### src/rtl/flagbr_pkg.sv
package flagbr_pkg;

  localparam int STAT_W = 8;
  localparam int SEL_W  = $clog2(STAT_W);
  localparam int WORD_W = 16;
  localparam int OFFS_W = 7;

  // branch opcodes in bits 15..10
  localparam logic [5:0] BR_ON_CLEAR = 6'b111101;
  localparam logic [5:0] BR_ON_SET   = 6'b111100;
  // flag opcodes: fixed bits 15..8, polarity bit 7, fixed low nibble
  localparam logic [7:0] FLAG_HI     = 8'b1001_0100;
  localparam logic [3:0] FLAG_LO     = 4'b1000;

  typedef struct packed {
    logic             brEn;      // a branch test is requested
    logic             brWantSet; // branch when selected bit is 1
    logic             doSet;
    logic             doClear;
    logic [SEL_W-1:0] sel;       // status bit selector
  } ctrlStrobes_t;

endpackage

### src/rtl/flagbr_ctrl.sv
module flagbr_ctrl
  import flagbr_pkg::*;
(
  input  logic              clk,
  input  logic              rstN,
  input  logic              instrValid,
  input  logic [WORD_W-1:0] instrWord,
  output ctrlStrobes_t      strobes
);

  logic isBrClear, isBrSet, isFlagOp, isBranch;

  always_comb begin
    isBrClear = (instrWord[15:10] == BR_ON_CLEAR);
    isBrSet   = (instrWord[15:10] == BR_ON_SET);
    isFlagOp  = (instrWord[15:8] == FLAG_HI) && (instrWord[3:0] == FLAG_LO);
    isBranch  = isBrClear || isBrSet;

    strobes.brEn      = instrValid && isBranch;
    strobes.brWantSet = isBrSet;
    strobes.doSet     = instrValid && isFlagOp && !instrWord[7];
    strobes.doClear   = instrValid && isFlagOp &&  instrWord[7];
    strobes.sel       = isBranch ? instrWord[SEL_W-1:0] : instrWord[4 +: SEL_W];
  end

  // nothing is requested while the strobe is low
  assert_idle_no_strobe_R9: assert property (@(posedge clk) disable iff (!rstN)
    !instrValid |-> !(strobes.brEn || strobes.doSet || strobes.doClear));

  // at most one action per word
  assert_one_action_R10: assert property (@(posedge clk) disable iff (!rstN)
    $onehot0({strobes.brEn, strobes.doSet, strobes.doClear}));

endmodule

### src/rtl/flagbr_dp.sv
module flagbr_dp
  import flagbr_pkg::*;
#(
  parameter int PC_W = 16
) (
  input  logic              clk,
  input  logic              rstN,
  input  ctrlStrobes_t      strobes,
  input  logic [OFFS_W-1:0] offset,
  input  logic [PC_W-1:0]   pcIn,
  output logic              branchTaken,
  output logic [PC_W-1:0]   branchTarget,
  output logic [STAT_W-1:0] statusOut
);

  localparam int EXT_W = PC_W - OFFS_W;

  logic [STAT_W-1:0] statusQ;
  logic [PC_W-1:0]   offsetExt;

  always_ff @(posedge clk) begin
    if (!rstN) begin
      statusQ <= '0;
    end else if (strobes.doSet) begin
      statusQ[strobes.sel] <= 1'b1;
    end else if (strobes.doClear) begin
      statusQ[strobes.sel] <= 1'b0;
    end
  end

  generate
    if (EXT_W > 0) begin : g_ext
      assign offsetExt = {{EXT_W{offset[OFFS_W-1]}}, offset};
    end else begin : g_trunc
      assign offsetExt = offset[PC_W-1:0];
    end
  endgenerate

  always_comb begin
    branchTaken  = strobes.brEn && (statusQ[strobes.sel] == strobes.brWantSet);
    branchTarget = pcIn + PC_W'(1) + offsetExt;
  end

  assign statusOut = statusQ;

  // the selected bit reads one after a set
  assert_set_lands_R6: assert property (@(posedge clk) disable iff (!rstN)
    strobes.doSet |=> statusQ[$past(strobes.sel)]);

  // the selected bit reads zero after a clear
  assert_clear_lands_R7: assert property (@(posedge clk) disable iff (!rstN)
    strobes.doClear |=> !statusQ[$past(strobes.sel)]);

  // no update request means the register holds
  assert_hold_idle_R9: assert property (@(posedge clk) disable iff (!rstN)
    !(strobes.doSet || strobes.doClear) |=> $stable(statusQ));

endmodule

### src/rtl/flagbr_unit.sv
module flagbr_unit
  import flagbr_pkg::*;
#(
  parameter int PC_W = 16
) (
  input  logic              clk,
  input  logic              rstN,
  input  logic              instrValid,
  input  logic [15:0]       instrWord,
  input  logic [PC_W-1:0]   pcIn,
  output logic              branchTaken,
  output logic [PC_W-1:0]   branchTarget,
  output logic [7:0]        statusOut
);

  ctrlStrobes_t strobes;

  flagbr_ctrl u_ctrl (
    .clk        (clk),
    .rstN       (rstN),
    .instrValid (instrValid),
    .instrWord  (instrWord),
    .strobes    (strobes)
  );

  flagbr_dp #(.PC_W(PC_W)) u_dp (
    .clk          (clk),
    .rstN         (rstN),
    .strobes      (strobes),
    .offset       (instrWord[3 +: OFFS_W]),
    .pcIn         (pcIn),
    .branchTaken  (branchTaken),
    .branchTarget (branchTarget),
    .statusOut    (statusOut)
  );

  // a taken branch needs a valid word
  assert_taken_needs_valid_R9: assert property (@(posedge clk) disable iff (!rstN)
    branchTaken |-> instrValid);

endmodule

### config.mk
export PLATFORM = sky130hd
export DESIGN_NAME = flagbr_unit
export DESIGN_NICKNAME = d
export VERILOG_FILES = /design/src/rtl/flagbr_pkg.sv /design/src/rtl/flagbr_ctrl.sv /design/src/rtl/flagbr_dp.sv /design/src/rtl/flagbr_unit.sv
export SDC_FILE = /design/constraint.sdc
export NUM_CORES = 1
export LEC_CHECK = 0
export ABC_AREA = 1
export CAP_MARGIN = 20
export CORE_ASPECT_RATIO = 1.25
export CORE_MARGIN = 5
export CORE_UTILIZATION = 46
export CTS_CLUSTER_DIAMETER = 40
export DETAILED_ROUTE_END_ITERATION = 7
export GPL_ROUTABILITY_DRIVEN = 0
export PLACE_DENSITY = 0.87
export REMOVE_ABC_BUFFERS = 1
export SYNTH_ARGS = -nofsm -noshare
export SYNTH_HDL_FRONTEND = slang
export SYNTH_SLANG_ARGS = --single-unit
### constraint.sdc
create_clock -name clk -period 6.79 [get_ports clk]
set_clock_uncertainty 0.05 [all_clocks]
set_input_delay 2.037 -clock clk [delete_from_list [all_inputs] [get_ports clk]]
set_output_delay 2.037 -clock clk [all_outputs]
set_load 0.02 [all_outputs]
== Yosys cells after proc, flatten, opt, wreduce, memory -nomap -nowiden ==
Index checks and enable logic that the tools add are counted.

* Bits in registers: 8
* Bits of input ports: 35
* Output and inout bits: 25
* Logic and storage cells: 30

* $add $sub $neg: 2
* Magnitude comparators: 2
* Equality and inequality tests: 5
* Mux-type cells: 7
* Bitwise operators: 3
* Reductions and logical operators: 10

{| class="wikitable"
|+ Operators with widths
! cell !! number
|-
| $add 16x1->16 const B || 1
|-
| $add 16x16->16 || 1
|-
| $mux 8 || 2
|-
| $eq 6x6->1 const B || 2
|-
| $and 8x8->8 || 1
|-
| $eq 8x8->1 const B || 1
|-
| $not 8->8 || 1
|-
| $or 8x8->8 || 1
|-
| $logic_and 1x1->1 || 7
|-
| $eq 4x4->1 const B || 1
|-
| $lt 3x4->1 const B || 1
|-
| $bmux 1 s3 || 1
|-
| $demux 1 s3 || 1
|-
| $ge 3x1->1 const B || 1
|-
| $mux 3 || 1
|-
| $mux 1 || 2
|-
| $reduce_bool 2->1 || 1
|-
| $eq 1x1->1 || 1
|-
| $logic_not 1->1 || 1
|-
| $logic_or 1x1->1 || 1
|}

== Longest topological paths before layout ==
* Depth in word-level cells: 11
* Gate-level depth with buffers: 12
* Mapped depth without buffers: 12

== Cells and area by module ==
A second synthesis with hierarchy kept.

* Cell total of the unflattened synthesis: 288
* Area total of the unflattened synthesis: 1566.5 µm²

{| class="wikitable"
|+ Modules (own cells, without submodules)
! module !! instances !! cells each !! area each (µm²) !! seq. area each (µm²)
|-
| flagbr_dp || 1 || 254 || 1412.6 || 160.2
|-
| flagbr_ctrl || 1 || 34 || 153.9 || 0.0
|}

== Least setup slack after synthesis ==
OpenSTA, ideal clock, no wires.

* Path type: input-to-output
* From: input instrWord[3]
* To: output branchTarget[10]
* Data arrival time: 3.467 ns
* Required time: 4.703 ns
* Setup slack: 1.236 ns
* Stages on the path: 10
* Path buffers: 0
* Cells stage by stage: inv_1 ha_1 inv_1 fa_1 nand3_1 nand2_1 a31oi_1 nor3_1 nor2_1 xnor2_1

* Cells in the longest elaborated chain, start to end: 1

{| class="wikitable"
|+ RTL lines
! element !! line !! source
|-
| from (decl) || flagbr_unit.sv:9 || <nowiki>input logic [15:0] instrWord,</nowiki>
|-
| $add 16x16->16 || flagbr_dp.sv:41 || <nowiki>branchTarget = pcIn + PC_W'(1) + offsetExt;</nowiki>
|-
| to (decl) || flagbr_unit.sv:12 || <nowiki>output logic [PC_W-1:0] branchTarget,</nowiki>
|}

Every way passes these cells.

== Worst setup path in the final report ==
* From: input instrWord[3]
* To: output branchTarget[14]

Same word-level chain as after synthesis.

==> impl_metrics.csv <==
group,metric,value,unit
setup_path,critical_path_start_type,"input pin",
synthesis,synth_area_leader_cell,"nand2_1",
setup_path,critical_path_class,"input pin to primary output",
synthesis,ys_top_cells_by_count,"65 x nand2_1, 45 x nor2_1, 24 x inv_1",
cts,clk_root_buffer_cell,"clkbuf_4",
place,place_inst,328,
global_routing,grt_max_degree,9,
pwr,power_frac_comb,0.674,
routing,dr_total_vias,1658,
synthesis,yosys_warnings,0,
cts,numClockSinks,8,
timing,report.final.hold_viol_count,0,
timing,drv_slew,0,
place,placement.io_buffers,59,
hold_path,hold_path_class,"flip-flop to flip-flop",
routing,drc_violation_count_after_routing,0,
pwr,ir_drop,0.1124,mV
synthesis,post_synth_inst_count,232,
cts,ctsHoldBuffers,0,
routing,drt.antenna.violating_nets,0,
cts,tritoncts,"built",
synthesis,synth.top_cells.by_area,"nand2_1 18%, ha_1 14%, nor2_1 12%, dfxtp_1 12%, nand3_1 6.6%",
setup_path,top_fanout_value_on_the_critical_path,4,
synthesis,ys_dominant_reg_cell,"dfxtp_1",
timing,max_slew_margin,0.6615,
setup_path,critical_path.startpoint,"instrWord[3]",
cts,clock_insertion_delay_worst_skew,0.25,ns
synthesis,synth_area_per_cell,5.911,um^2
cts,cts_max_path_buffers,2,
floorplanning,starting_density_of_the_core,0.4700,
cts,cts.htree.levels,1,
cells_and_area,layout.cell_area.non_filler,2053,um^2
cts,cts.reportedPaths.clkPinSlew,0.06,ns
place,dpl.hpwl,3.353,mm
cells_and_area,filler_cell_count,262,
routing,detail_route.vias_per_cell,5.009,
pwr,pwr_density_cell,124.9,nW/um^2
global_routing,grt_use_total,0.1852,
synthesis,synthMostInstantiatedCell,"nand2_1",
cells_and_area,layout.nets,348,
run,max_cap_viol_count,0,
pwr,pwr-share-seq,0.183,
cells_and_area,layout_stage_area_growth_over_the_synthesis_result,49.73,%
cts,cts_buffers,3,
synthesis,flops_latches_synth,8,
place,placed_area,2019,um^2
setup_path,critical_path_endpoint_category,"primary output",
pwr,static_leak,0.9465,nW
floorplanning,design.core.area,2918,um^2
global_routing,antenna_violations_before_repair,0,
timing,fin_hold_ws,0.4501,ns
routing,totalWireLength,3.848,mm
cts,post-cts-setup-buffers,0,
floorplanning,number_of_rows_in_the_core_area,22,
routing,drt_first_pass_iters,4,
synthesis,synth_seq_area_share,0.1168,
timing,tightestPinTransition,0.5031,ns
pwr,net-switching-power,0.1069,mW
cells_and_area,stdcell_count,331,
status,outcome,"finished, final reports clean",
routing,drt-initial-drc-count,34,
floorplanning,dieWidth,58.84,um
floorplanning,num_io_pins,60,
cells_and_area,share_of_final_layout_standard_cells_stronger_than_drive_strength_1,0.05085,
cells_and_area,antenna_cells_inserted,0,
floorplanning,die-area,4180,um^2
global_routing,grt-ovfl-total,0,
synthesis,distinct_cell_type_count_of_the_synthesized_netlist,29,
timing,fmax,151.2,MHz
pwr,netSwitchingFraction,0.4169,
timing,final_period_minus_worst_setup_slack,6.612,ns
synthesis,netlist_area,1371,um^2
routing,route.detailed.wl_per_inst,11.63,um
floorplanning,die_height,71.05,um
synthesis,asyncSetResetFlopFracSynth,0,
timing,min_period_over_period,0.9738,
pwr,share_clk_of_total_power,0.143,
setup_path,timing.critical_path.arrival,4.53,ns
synthesis,yosys.area.top_type_share,0.1779,
global_routing,grt_first_pass_wirelength,6.437,mm
global_routing,first_global_vias,1656,
setup_path,cp.required,4.70,ns
timing,setup_viol,0,
pwr,power_internal,0.1495,mW
synthesis,number_of_enable_flip_flop_cells_after_synthesis,0,
==> final timing paths <==
kind,cells after the start,slack (ns),end
max,13,0.18,branchTarget[14]
min,2,0.45,flip-flop
max reg2reg,2,6.15,flip-flop
min reg2reg,2,0.45,flip-flop
==> kinds of logic after synthesis <==
kind of cell / Yosys count / share of synthesized area
compound gates: 28 / 0.1259
simple gates: 142 / 0.4562
xor+xnor: 12 / 0.07664
flops: 8 / 0.1168
buf+inv: 26 / 0.07300
fa+ha+maj: 16 / 0.1515
==> placed cells by master, fill, tap and decap left out, types with 2 or more instances in the layout <==
cell type,count
ha_1,15
a31oi_1,2
xor2_1,6
nand3b_1,2
a21oi_1,10
buf_4,3
nand2_4,2
dfxtp_1,8
nor2_1,45
xnor2_1,6
nand3_1,18
clkbuf_4,3
clkdlybuf4s50_1,58
inv_1,24
nor3_1,2
nand2_1,65
o21bai_1,3
o21ai_0,5
o21ai_1,3
==> per-stage QoR <==
step | power (mW) | worst slack [ns] | util | setup TNS (ns)
final | 0.2564 | 0.1776 | 0.7037 | 0
after global routing | 0.2755 | -0.02927 | 0.7037 | -0.02927
after CTS | 0.2573 | 0.09096 | 0.6998 | 0
after detailed placement | 0.2206 | 0.09796 | 0.6921 | 0
after global placement | 0.2192 | 0.2014 | 0.6921 | 0
after floorplan | 0.1434 | 1.236 | - | 0
==> power by group through the flow <==
stage	sequential, mW	combinational, mW	clock [mW]
final	0.0470	0.173	0.0366
after global routing	0.0469	0.189	0.0393
after CTS	0.0470	0.173	0.0372
after detailed placement	0.0480	0.173	0
after global placement	0.0480	0.171	0
after floorplan	0.0480	0.0954	0
==> layer usage <==
layer  GRT usage  wire (um)
met5           0          0
met4     0.06801         98
met3     0.02007        234
met1      0.2199       1635
met2      0.3317       1880
==> cell type report <==
cell class              instances  area, um^2  area share
repair buffers                 62       615.6      0.2998
inverters                      24       90.09     0.04388
well taps                      36       45.04     0.02194
multi-input cells             198        1120      0.5454
clock buffers                   3       22.52     0.01097
flip-flops and latches          8       160.2     0.07800
==> critical path, stage by stage <==
cell and delay, ns:
clkdlybuf4s50_1 0.42, inv_1 0.07, ha_1 0.15, inv_1 0.07, fa_1 0.39, nand3_1 0.10, nand2_1 0.11, a31oi_1 0.27
nor3_2 0.09, nand2_1 0.09, nand3_1 0.07, nand2_1 0.07, clkdlybuf4s50_1 0.59
==> what timing repair did <==
action	in CTS	in global routing
hold endpoints to repair	0	0
endpoints found under the setup margin	0	5
resized for setup	0	3
No activity file was read; power rests on OpenSTA's default activity.
